==> config.mk <==
export PLATFORM = sky130hd
export DESIGN_NAME = mb_irq_unit
export DESIGN_NICKNAME = d
export VERILOG_FILES = /design/src/rtl/mbif_pkg.sv /design/src/rtl/mbif_flag_bank.sv /design/src/rtl/mbif_cfg_regs.sv /design/src/rtl/mbif_level_enc.sv /design/src/rtl/mb_irq_unit.sv
export SDC_FILE = /design/constraint.sdc
export NUM_CORES = 1
export LEC_CHECK = 0
export ABC_AREA = 1
export BUFFER_PORTS_ARGS = -buffer_cell sky130_fd_sc_hd__buf_4
export CAP_MARGIN = 15
export CORE_UTILIZATION = 48
export CTS_CLUSTER_SIZE = 8
export DETAILED_ROUTE_END_ITERATION = 8
export PLACE_DENSITY = 0.93
export SETUP_SLACK_MARGIN = 0.2
export SLEW_MARGIN = 40
export SYNTH_ARGS = -nofsm -noshare
export SYNTH_HDL_FRONTEND = slang
export SYNTH_SLANG_ARGS = --single-unit
==> constraint.sdc <==
create_clock -name clk -period 1.7 [get_ports clk]
set_clock_uncertainty 0.2 [all_clocks]
set_input_delay 0.255 -clock clk [delete_from_list [all_inputs] [get_ports clk]]
set_output_delay 0.255 -clock clk [all_outputs]
set_load 0.05 [all_outputs]
==> src/rtl/mbif_pkg.sv <==
package mbif_pkg;
  localparam int NBUF   = 16;
  localparam int PRIO_W = 3;
  typedef enum logic [1:0] {
    SEL_MASK = 2'd0,
    SEL_CLR  = 2'd1,
    SEL_PRIO = 2'd2,
    SEL_NONE = 2'd3
  } wsel_e;
endpackage

==> src/rtl/mbif_flag_bank.sv <==
module mbif_flag_bank #(
  parameter int N = mbif_pkg::NBUF
) (
  input  logic         clk,
  input  logic         rst_n,
  input  logic [N-1:0] set_i,
  input  logic [N-1:0] clr_i,
  output logic [N-1:0] flag_o
);
  for (genvar i = 0; i < N; i++) begin : g_bit
    always_ff @(posedge clk) begin
      if (!rst_n)         flag_o[i] <= 1'b0;
      else if (set_i[i])  flag_o[i] <= 1'b1;
      else if (clr_i[i])  flag_o[i] <= 1'b0;
    end

    p_set_wins_r4: assert property (@(posedge clk) disable iff (!rst_n)
      set_i[i] |=> flag_o[i]);
    p_w1c_r3: assert property (@(posedge clk) disable iff (!rst_n)
      (clr_i[i] && !set_i[i]) |=> !flag_o[i]);
    p_hold_r2: assert property (@(posedge clk) disable iff (!rst_n)
      (!clr_i[i] && !set_i[i]) |=> $stable(flag_o[i]));
  end
endmodule

==> src/rtl/mbif_cfg_regs.sv <==
module mbif_cfg_regs #(
  parameter int N  = mbif_pkg::NBUF,
  parameter int PW = mbif_pkg::PRIO_W
) (
  input  logic          clk,
  input  logic          rst_n,
  input  logic          wr_en,
  input  logic [1:0]    wr_sel,
  input  logic [N-1:0]  wr_data,
  output logic [N-1:0]  mask_o,
  output logic [PW-1:0] prio_o,
  output logic [N-1:0]  clr_o
);
  import mbif_pkg::*;
  logic wr_mask, wr_prio;

  always_comb begin
    wr_mask = wr_en && (wsel_e'(wr_sel) == SEL_MASK);
    wr_prio = wr_en && (wsel_e'(wr_sel) == SEL_PRIO);
    clr_o   = (wr_en && (wsel_e'(wr_sel) == SEL_CLR)) ? wr_data : '0;
  end

  always_ff @(posedge clk) begin
    if (!rst_n) begin
      mask_o <= '0;
      prio_o <= '0;
    end else begin
      if (wr_mask) mask_o <= wr_data;
      if (wr_prio) prio_o <= wr_data[PW-1:0];
    end
  end

  p_mask_load_r5: assert property (@(posedge clk) disable iff (!rst_n)
    (wr_en && wr_sel == 2'd0) |=> mask_o == $past(wr_data));
  p_prio_load_r10: assert property (@(posedge clk) disable iff (!rst_n)
    (wr_en && wr_sel == 2'd2) |=> prio_o == $past(wr_data[PW-1:0]));
  p_none_ignored_r9: assert property (@(posedge clk) disable iff (!rst_n)
    (wr_en && wr_sel == 2'd3) |=> ($stable(mask_o) && $stable(prio_o)));
endmodule

==> src/rtl/mbif_level_enc.sv <==
module mbif_level_enc #(
  parameter int N  = mbif_pkg::NBUF,
  parameter int PW = mbif_pkg::PRIO_W
) (
  input  logic          clk,
  input  logic          rst_n,
  input  logic [N-1:0]  flag_i,
  input  logic [N-1:0]  mask_i,
  input  logic [PW-1:0] prio_i,
  output logic          req_o,
  output logic [PW-1:0] level_o
);
  logic pend;
  assign pend = (|(flag_i & mask_i)) && (prio_i != '0);

  always_ff @(posedge clk) begin
    if (!rst_n) begin
      req_o   <= 1'b0;
      level_o <= '0;
    end else begin
      req_o   <= pend;
      level_o <= pend ? prio_i : '0;
    end
  end

  p_off_when_zero_r7: assert property (@(posedge clk) disable iff (!rst_n)
    (prio_i == '0) |=> (!req_o && level_o == '0));
  p_level_tracks_r8: assert property (@(posedge clk) disable iff (!rst_n)
    req_o |-> level_o == $past(prio_i));
  p_idle_zero_r8: assert property (@(posedge clk) disable iff (!rst_n)
    !req_o |-> level_o == '0);
  p_req_follows_r6: assert property (@(posedge clk) disable iff (!rst_n)
    ((flag_i & mask_i) == '0) |=> !req_o);
endmodule

==> src/rtl/mb_irq_unit.sv <==
module mb_irq_unit #(
  parameter int N  = mbif_pkg::NBUF,
  parameter int PW = mbif_pkg::PRIO_W
) (
  input  logic          clk,
  input  logic          rst_n,
  input  logic [N-1:0]  done_pulse,
  input  logic          wr_en,
  input  logic [1:0]    wr_sel,
  input  logic [N-1:0]  wr_data,
  output logic [N-1:0]  flag_q,
  output logic [N-1:0]  mask_q,
  output logic [PW-1:0] prio_q,
  output logic          irq_req,
  output logic [PW-1:0] irq_level
);
  logic [N-1:0] clr;

  mbif_cfg_regs #(.N(N), .PW(PW)) u_cfg (
    .clk(clk), .rst_n(rst_n), .wr_en(wr_en), .wr_sel(wr_sel),
    .wr_data(wr_data), .mask_o(mask_q), .prio_o(prio_q), .clr_o(clr)
  );

  mbif_flag_bank #(.N(N)) u_flags (
    .clk(clk), .rst_n(rst_n), .set_i(done_pulse), .clr_i(clr), .flag_o(flag_q)
  );

  mbif_level_enc #(.N(N), .PW(PW)) u_enc (
    .clk(clk), .rst_n(rst_n), .flag_i(flag_q), .mask_i(mask_q),
    .prio_i(prio_q), .req_o(irq_req), .level_o(irq_level)
  );

  p_reset_state_r1: assert property (@(posedge clk)
    !rst_n |=> (flag_q == '0 && mask_q == '0 && prio_q == '0 && !irq_req));
endmodule

# Word-level counts from Yosys, hierarchy flattened
# Cells that the tools add are included.
[classes] n_eq_ne=2 muxes=33 n_bitwise=1 reduce_logical=24
[op_table] op="2-to-1 mux 1 bit" count=32
[op_table] op="nonzero test 2 bit" count=16
[op_table] op="bitwise AND 16 bit" count=1
[op_table] op="2-to-1 mux 16 bit" count=1
[op_table] op="OR reduction 16 bit" count=1
[op_table] op="logical AND 1 bit" count=4
[op_table] op="nonzero test 3 bit" count=1
[op_table] op="== test 2 x 1 -> 1 bit (second input constant)" count=1
[op_table] op="== test 2 bit (second input constant)" count=1
[op_table] op="logical NOT 2 bit" count=1
[op_table] op="AND reduction 2 bit" count=1
[totals] ff_bits=39 input_bits=37 output_inout_bits=39 elab_cells=80

# Longest topological paths before layout
# Gate-level depths: netlist (run 1).
[logic_depth] word_depth=5 depth_mapped=6

# Hierarchy
# From an unflattened synthesis (run 1), not the netlist that was laid out.
[unflattened] cells_unflattened=272 hier_area_um2=1799.2
[modules_own_cells] module="mbif_cfg_regs" instances=1 cells_each=145 area_each_um2=925.9 seq_area_each_um2=380.4
[modules_own_cells] module="mbif_flag_bank" instances=1 cells_each=82 area_each_um2=633.1 seq_area_each_um2=320.3
[modules_own_cells] module="mbif_level_enc" instances=1 cells_each=45 area_each_um2=240.2 seq_area_each_um2=80.1

# Worst setup path before layout (run 1)
# OpenSTA, ideal clock, no wires.
[synth_timing] kind="reg-to-reg" startpoint="reg u_flags.flag_o[10]" endpoint="reg u_enc.level_o[0]" setup_time_ns=0.122 arrival_ns=1.030 required_ns=1.378 setup_slack_ns=0.348 stages_incl_launch_ff=7 cell_sequence="dfxtp_1 nand2_1 nand2_1 nor2_1 nand2_1 nor2_1 nor3_1"
[synth_via] elab_chain_len=4
[synth_rtl] element="start, declared" line_no="mbif_flag_bank.sv:8" source="output logic [N-1:0] flag_o"
[synth_rtl] element="start signal, assigned by index" line_no="mbif_flag_bank.sv:12" source="if (!rst_n) flag_o[i] <= 1'b0;"
[synth_rtl] element="start signal, assigned by index" line_no="mbif_flag_bank.sv:13" source="else if (set_i[i]) flag_o[i] <= 1'b1;"
[synth_rtl] element="start signal, assigned by index" line_no="mbif_flag_bank.sv:14" source="else if (clr_i[i]) flag_o[i] <= 1'b0;"
[synth_rtl] element="bitwise AND 16 bit" line_no="mbif_level_enc.sv:14" source="assign pend = (|(flag_i & mask_i)) && (prio_i != '0);"
[synth_rtl] element="OR reduction 16 bit" line_no="mbif_level_enc.sv:14"
[synth_rtl] element="logical AND 1 bit" line_no="mbif_level_enc.sv:14"
[synth_rtl] element="AND reduction 2 bit (no source line)"
[synth_rtl] element="end signal, assigned" line_no="mbif_level_enc.sv:22" source="level_o <= pend ? prio_i : '0;"
[synth_rtl] element="end, declared" line_no="mbif_level_enc.sv:11" source="output logic [PW-1:0] level_o"
# No other way between the ends.
# A chain may end at the register's enable or synchronous reset.

# Final worst setup path (run 1)
[layout_timing] startpoint="reg u_flags.flag_o[10]" endpoint="out flag_q[10]"
[layout_rtl] element="end, declared" line_no="mb_irq_unit.sv:11" source="output logic [N-1:0] flag_q,"
# No word-level cell between the ends.

==> results by group, run 1 <==
Worst setup path
  • Critical-path maximum fanout: 3
  • Critical Path AT: 0.99 ns
  • CP max stage cell: dfxtp_1
  • Internal reg-to-reg setup slack: 0.41 ns
  • Worst Path Buf+Inv: 1
  • Worst Path Required: 1.24 ns
  • Worst r2r dst: u_enc.level_o[1]
  • CP peak stage delay: 0.41 ns
  • Critical path startpoint: u_flags.flag_o[10]
  • Type of the worst setup path: flop to output pin
  • Reg-to-Reg Start: u_flags.flag_o[10]
  • Worst Reg-to-Reg Cells: 6
  • Crit path capture type: output pin
  • Crit start category: flop
  • Worst path top cell family by delay: flip-flops
  • Cells along the critical path: buf_4

Layout
  • Most frequent cells in the layout: 78 x buf_4, 39 x dfxtp_1, 35 x inv_1
  • Final layout net count: 343
  • Fin area: 2560 µm²
  • Commonest non-fill, non-tap cell in the layout: buf_4
  • Layout area overhead: 62.8%
  • Inserted Diodes: 0
  • Final Core Density: 83.2%
  • Layout cell share with drive strength beyond 1: 35.0%

Synthesis
  • Synthesized area: 1570 µm²
  • Synth cell types: 19
  • Post-synthesis area per instance: 8.02 µm²
  • Share of the synthesized area in the top cell type: 49.6%
  • Seq cells post-synth: 39
  • Largest area contributor in the netlist: dfxtp_1
  • Seq/Total Area, Yosys: 49.6%
  • Mapped Nets: 233
  • Ys Warns: 0
  • Syn Inst Count: 196
  • Largest cells by area after synthesis: dfxtp_1 50%, a21oi_1 9.2%, inv_1 8.4%

Route
  • Drc violations: 0
  • Via density per instance: 4.84
  • DR WL/cell: 12.4 µm
  • Initial DRT Pass Iterations: 4
  • Number of DRC markers in iteration 0: 51
  • DR vias: 1693
  • Post-route ant nets: 0
  • Final wirelength: 4.35 mm

Placed design
  • GPL Wtd Cong: 0.811
  • IO Port Bufs: 75
  • Final HPWL DP: 2.69 mm
  • Post-place instance area: 2180 µm²

Timing
  • Final worst path period share: 84.9%
  • Achievable Freq: 692 MHz
  • Final Max Tran Viols: 0
  • Min Clock Period, post-route: 1.44 ns
  • Setup violators final: 0
  • Min Hold Slack: -0.000818 ns
  • RSZ-0062 raised after global routing: no
  • Worst-margin pin slew: 0.265 ns
  • Final setup TNS: 0 ns
  • Final Hold Viols: 1
  • Relative slew slack: 82.3%

Global route
  • Vias in the first global route: 1604
  • Global-route wire length before repair: 6.76 mm
  • Largest net degree at the start of global routing: 33
  • GRT Util Overall: 26.1%
  • Total gr overflow: 0
  • Initial antenna violation count: 0

CTS
  • Clk pin slew, worst setup/hold paths: 0.11 ns
  • Postcts setup bufs: 0
  • Clock tree buffer depth: 2
  • CTS root buf: clkbuf_4
  • CTS Buf Count: 5
  • TritonCTS clock tree: built
  • Clock H-tree levels: 2
  • Clock Sinks: 39
  • Worst-skew pair later-pin latency: 0.35 ns

Floorplanning
  • Die height: 59.2 µm
  • # rows: 20
  • Core area: 3080 µm²
  • Die X: 59.2 µm
  • Initial Util: 51.1%
  • IO Pins: 76
  • Die Area: 3510 µm²

Status
  • Failing checks: negative hold slack
  • Status: finished, violations left

Worst hold path
  • Hold path cells: 3
  • HP Class: input port to flop
  • End of the worst hold path: u_cfg.mask_o[0]
  • Worst min-delay path startpoint: wr_data[0]

Job
  • Max_cap viols: 0

Pwr
  • P_leak: 1.28 nW
  • Worst vdd ir: 0.589 mV
  • PwrDens: 845 nW/µm²
## metrics by stage
step	power [mW]	setup slack, ns	hold WS, ns	std cells
finish	2.16	0.256	-0.000818	350
detailed placement	1.52	0.408	0.267	312
CTS	2.15	0.252	0.00861	349
floorplan	1.34	0.348	0.189	196
global placement	1.51	0.462	0.260	312
global route	2.25	0.212	0.00151	350
## logic make-up after synthesis
kind of cell | Yosys count | share of synthesized area, %
simple gates | 43 | 11.5
buf+inv | 44 | 12.3
flops | 39 | 49.6
compound gates | 70 | 26.6
## worst register-to-register path, cell delays in order (launching register included)
cell     delay (ns)
dfxtp_1        0.36
nand2_1        0.10
nand2_1        0.07
nor2_1         0.10
nand2_1        0.05
nor2_1         0.23
nor3_1         0.07
## sequential cells by signal, indices dropped and copies added (netlist names)
| register | flops |
|---|---|
| u_enc.req_o | 1 |
| u_flags.flag_o | 16 |
| u_cfg.prio_o | 3 |
| u_enc.level_o | 3 |
| u_cfg.mask_o | 16 |
## final cells by class
| cell class | instances | area (µm²) |
|---|---|---|
| clock buffers | 6 | 41.3 |
| clock inverters | 1 | 30.0 |
| fillers | 200 | 517 |
| inverters | 37 | 139 |
| multi-input cells | 113 | 599 |
| flip-flops and latches | 39 | 781 |
| well taps | 44 | 55.1 |
| repair buffers | 110 | 916 |
## cells in the mapped netlist
master	instances
buf_2	1
clkinv_1	1
inv_2	1
clkbuf_1	2
a21oi_1	29
nand2_2	1
nor3_1	3
a21oi_2	6
dfxtp_1	39
buf_4	1
inv_1	35
nand2_1	29
o21ai_1	12
nor2_1	8
o21ai_0	11
o21ai_2	12
buf_6	3
nand3_2	1
nor2_4	1
## how the worst max path moves through the flow
stage / end / slack, ns / cells past startpoint
3_5_place_dp: u_cfg.mask_o[8] / 0.41 / 7
3_3_place_gp: u_flags.flag_o[6] / 0.46 / 6
5_1_grt: flag_q[0] / 0.21 / 1
2_1_floorplan: u_enc.level_o[0] / 0.35 / 6
6_report: flag_q[10] / 0.26 / 1
4_1_cts: flag_q[0] / 0.25 / 1
## where the power goes
part / switching, mW / total, mW / internal, mW
sequential: 0.0438 / 1.01 / 0.967
combinational: 0.334 / 0.555 / 0.221
clock: 0.294 / 0.597 / 0.303
## layer usage
metal | vias up | track usage [%] | share of wire [%]
met1 | 753 | 28.1 | 40
met5 | - | 0 | 0
met3 | 12 | 6.99 | 5.6
met4 | 0 | 10.2 | 2.1
met2 | 80 | 48.0 | 52
li1 | 848 | - | -
## what timing repair did
action | CTS | global route
resized for setup | 0 | 0
hold endpoints to repair | 30 | 1
hold buffers | 30 | 1
Power figures use the tool's default switching activity.
==> inputs of run 2 (changes only) <==
Settings changed: CORE_UTILIZATION 48 to 45, PLACE_DENSITY 0.93 to 0.88.
Clock period 1.7 ns to 1.49 ns, I/O delays scaled along.
==> run 2 against run 1 <==
  * Cell area rose by 17%
  * Power rose by 15%
  * Clock-buffer cell count is 1 higher
  * Sequential share of layout area is 2.0 points lower
  * Sequential power up 17%
  * The flow now finishes without violations
  * Routed wire length is 50% higher
  * Cell count increased by 4.3%
  * Hold slack gained 0.057 ns
  * First-iteration DRC count grew to 3.8 times the previous value
  * Non-clock buffer count up 12
==> results by group, run 2 (synthesized netlist as in run 1, its figures left out) <==
Status
  • Status: finished, final reports clean

Route
  • Drc violations: 0
  • DR vias: 1910
  • Post-route ant nets: 0
  • Initial DRT Pass Iterations: 7
  • DR WL/cell: 17.8 µm
  • Final wirelength: 6.50 mm
  • Via density per instance: 5.23
  • Number of DRC markers in iteration 0: 193

Pwr
  • Pwr Total: 2.49 mW
  • P_leak: 1.42 nW
  • PwrDens: 830 nW/µm²
  • Worst vdd ir: 0.583 mV

Floorplanning
  • Initial Util: 47.1%
  • IO Pins: 76
  • Die Area: 3740 µm²
  • Die height: 61.1 µm
  • # rows: 21
  • Die X: 61.1 µm
  • Core area: 3340 µm²

CTS
  • Clock H-tree levels: 2
  • Clock Sinks: 39
  • CTS Buf Count: 5
  • Clk pin slew, worst setup/hold paths: 0.12 ns
  • TritonCTS clock tree: built
  • CTS root buf: clkbuf_4
  • Worst-skew pair later-pin latency: 0.35 ns
  • Clock tree buffer depth: 2

Timing
  • Final Max Tran Viols: 0
  • Setup violators final: 0
  • Final WS setup: 0.134 ns
  • Final worst path period share: 91.0%
  • RSZ-0062 raised after global routing: yes
  • Relative slew slack: 80.9%
  • Final Hold Viols: 0
  • Worst-margin pin slew: 0.283 ns
  • Final setup TNS: 0 ns
  • Min Hold Slack: 0.0559 ns
  • Achievable Freq: 738 MHz
  • Min Clock Period, post-route: 1.36 ns

Worst setup path
  • Type of the worst setup path: flop to flop
  • Crit path capture type: flop
  • Crit start category: flop
  • Critical Path AT: 1.40 ns
  • Worst Path Required: 1.54 ns
  • Critical-path maximum fanout: 4

Layout
  • Fin area: 3010 µm²
  • Layout cell share with drive strength beyond 1: 49.5%
  • Most frequent cells in the layout: 48 x buf_4, 35 x inv_1, 35 x buf_8
  • Biggest regs: u_cfg.mask_o x16, u_flags.flag_o x16
  • Commonest non-fill, non-tap cell in the layout: buf_4
  • Final Core Density: 90.1%
  • Post-Layout Cell Count: 365
  • Layout area overhead: 91.2%
  • Final layout net count: 355
  • Inserted Diodes: 0

Global route
  • Initial antenna violation count: 0
  • Largest net degree at the start of global routing: 33
  • Global-route wire length before repair: 7.65 mm
  • Vias in the first global route: 1781
  • GRT Util Overall: 29.0%
  • Total gr overflow: 0

Job
  • Max_cap viols: 0

Placed design
  • Final HPWL DP: 2.74 mm
  • Post-placement cell count: 315
  • GPL Wtd Cong: 0.781
  • Pre-CTS WS: 0.231 ns
  • IO Port Bufs: 75
  • Post-place instance area: 2230 µm²

Worst hold path
  • HP Class: input port to flop
[run 2: cell types whose count changed in the layout (fill, tap and decap cells not counted), sizes merged]
cell,delta
clkinv,+1
bufinv,-1
dlygate4sd3,+3
buf,+9
clkbuf,+1
[run 2: cell type report]
type | count | area [µm²]
multi-input cells | 113 | 612
inverters | 37 | 139
clock inverters | 1 | 5.00
flip-flops and latches | 39 | 857
well taps | 46 | 57.6
repair buffers | 122 | 1290
clock buffers | 7 | 45.0
fillers | 136 | 330
[run 2: final timing paths]
| path | from | to | slack [ns] | depth (start not counted) |
|---|---|---|---|---|
| max | u_cfg.mask_o[1] | u_enc.level_o[1] | 0.13 | 6 |
| min | rst_n | u_flags.flag_o[5] | 0.06 | 3 |
| max reg2reg | u_cfg.mask_o[1] | u_enc.level_o[1] | 0.13 | 6 |
| min reg2reg | u_flags.flag_o[13] | u_flags.flag_o[13] | 0.29 | 2 |
[run 2: repair_timing]
item | 4_1_cts | 5_1_grt
endpoints found under the hold margin | 35 | 0
gates resized for setup | 47 | 49
hold buffers | 34 | 0
pin swaps | 0 | 3
endpoints found under the setup margin | 36 | 43
buffers inserted | 6 | 2
[run 2: layer usage]
layer | share of wire, % | routed length [µm] | track usage (%)
met5 | 0 | 0 | 0
met4 | 4.9 | 316 | 15.3
met2 | 54 | 3510 | 55.3
met3 | 6.8 | 442 | 7.14
met1 | 34 | 2230 | 28.6
[run 2: power by group]
group	leakage [nW]	switching, mW	internal [mW]
registers	0.338	0.0750	1.11
logic	1.05	0.429	0.359
clock network	0.0293	0.341	0.184
total	1.42	0.844	1.65
[run 2: worst max-delay path: stages, from the launching register on]
cell     delay [ns]
dfxtp_4        0.38
nand2_1        0.10
nand2_1        0.11
nor2_1         0.14
nand2_1        0.12
nor2_4         0.13
nor3_1         0.07
==> inputs of run 3 (changes only) <==
Settings changed: SETUP_SLACK_MARGIN 0.2 to default.
==> run 3 against run 2 <==
  * Hold slack worse by 0.042 ns
  * Largest power group unchanged
  * Sequential share of layout area is 1.8 points higher
  * Largest cell class unchanged
  * Clock-buffer cell count is 1 lower
  * Combinational power is 19% lower
  * Routed wire length is 33% lower
  * Critical path depth is 5 lower
  * Via count is 15% lower
  * Non-clock buffer count is 9 lower
  * Setup slack worse by 0.040 ns
==> results by group, run 3 (synthesized netlist as in run 1, its figures left out) <==
Global route
  • Initial antenna violation count: 0
  • Total gr overflow: 0
  • Largest net degree at the start of global routing: 23
  • Vias in the first global route: 1485
  • GRT Util Overall: 24.1%
  • Global-route wire length before repair: 6.46 mm

Layout
  • Commonest non-fill, non-tap cell in the layout: buf_4
  • Final layout net count: 346
  • Layout area overhead: 63.6%
  • Inserted Diodes: 0
  • Fin area: 2570 µm²
  • Layout cell share with drive strength beyond 1: 35.6%
  • Biggest regs: u_cfg.mask_o x16, u_flags.flag_o x16
  • Most frequent cells in the layout: 80 x buf_4, 39 x dfxtp_1, 35 x inv_1

CTS
  • Clk pin slew, worst setup/hold paths: 0.11 ns
  • Clock tree buffer depth: 2
  • Worst-skew pair later-pin latency: 0.34 ns
  • Clock Sinks: 39
  • CTS Buf Count: 5
  • CTS root buf: clkbuf_4
  • TritonCTS clock tree: built
  • Clock H-tree levels: 2

Route
  • Initial DRT Pass Iterations: 4
  • Final wirelength: 4.32 mm
  • Drc violations: 0
  • Number of DRC markers in iteration 0: 89
  • DR WL/cell: 12.2 µm
  • DR vias: 1627
  • Post-route ant nets: 0
  • Via density per instance: 4.58

Worst setup path
  • Crit path capture type: output pin
  • Worst Path Required: 1.07 ns
  • Cells along the critical path: buf_4
  • Crit start category: flop
  • Type of the worst setup path: flop to output pin
  • CP max stage cell: dfxtp_1
  • Critical-path maximum fanout: 3
  • Worst path top cell family by delay: flip-flops
  • Worst Path Buf+Inv: 1
  • Critical Path AT: 0.97 ns
  • Internal reg-to-reg setup slack: 0.17 ns
  • CP peak stage delay: 0.40 ns

Status
  • Status: finished, final reports clean

Timing
  • Final Max Tran Viols: 0
  • Setup violators final: 0
  • Relative slew slack: 82.5%
  • Worst-margin pin slew: 0.262 ns
  • Final Hold Viols: 0
  • RSZ-0062 raised after global routing: no
  • Min Clock Period, post-route: 1.40 ns
  • Final worst path period share: 93.7%
  • Final setup TNS: 0 ns
  • Achievable Freq: 716 MHz

Worst hold path
  • HP Class: input port to flop

Floorplanning
  • Initial Util: 47.1%
  • Die X: 61.1 µm
  • IO Pins: 76
  • Core area: 3340 µm²
  • Die Area: 3740 µm²
  • # rows: 21
  • Die height: 61.1 µm

Pwr
  • P_leak: 1.29 nW
  • Worst vdd ir: 0.615 mV
  • PwrDens: 907 nW/µm²

Placed design
  • Post-place instance area: 2200 µm²
  • Final HPWL DP: 2.75 mm
  • IO Port Bufs: 75
  • GPL Wtd Cong: 0.746

Job
  • Max_cap viols: 0
## run 3: changes by cell type in the layout (fill, tap and decap cells not counted), moves of 4 or more
cell     delta
buf_8      -35
dfxtp_1    +39
buf_4      +32
dfxtp_2    -28
dfxtp_4    -11
buf_6       -4
## run 3: through the flow
stage	std cells	util, %	worst slack [ns]	total power, mW	hold slack (ns)
final	355	77.1	0.0941	2.34	0.0143
after global routing	355	77.1	0.0492	2.45	0.0133
after CTS	355	77.1	0.102	2.34	0.00888
after detailed placement	316	65.8	0.222	1.74	0.270
after global placement	316	65.8	0.249	1.73	0.259
after floorplan	196	-	0.138	1.53	0.157
## run 3: layer usage
metal  global-route usage [%]  up-vias  routed length, µm
met2                     45.0       57               2240
met3                     5.67        7                230
met4                     10.1        0                 61
li1                         -      855                  -
met5                        0        -                  0
met1                     25.7      708               1790
## run 3: area by class of cell
| class | instances | area [µm²] |
|---|---|---|
| Clock buffer | 6 | 51.3 |
| Clock inverter | 1 | 5.00 |
| Fill cell | 231 | 763 |
| Inverter | 37 | 139 |
| Multi-Input combinational cell | 113 | 599 |
| Sequential cell | 39 | 781 |
| Tap cell | 46 | 57.6 |
| Timing Repair Buffer | 113 | 941 |
## run 3: final timing paths
path / startpoint / to / cells past startpoint
min: rst_n / u_cfg.mask_o[4] / 3
min reg2reg: u_flags.flag_o[15] / u_flags.flag_o[15] / 2
max: u_flags.flag_o[12] / flag_q[12] / 1
max reg2reg: u_flags.flag_o[13] / u_enc.level_o[1] / 6
## run 3: what timing repair did
item                       4_1_cts  5_1_grt
hold endpoints to repair        35        0
hold buffers                    32        0
setup endpoints to repair        0        0
setup buffers                    0        0
resized for setup                0        0
## run 3: power by group
group / total, mW / internal, mW / switching, mW
combinational: 0.637 / 0.257 / 0.380
sequential: 1.15 / 1.10 / 0.0502
clock: 0.544 / 0.219 / 0.326
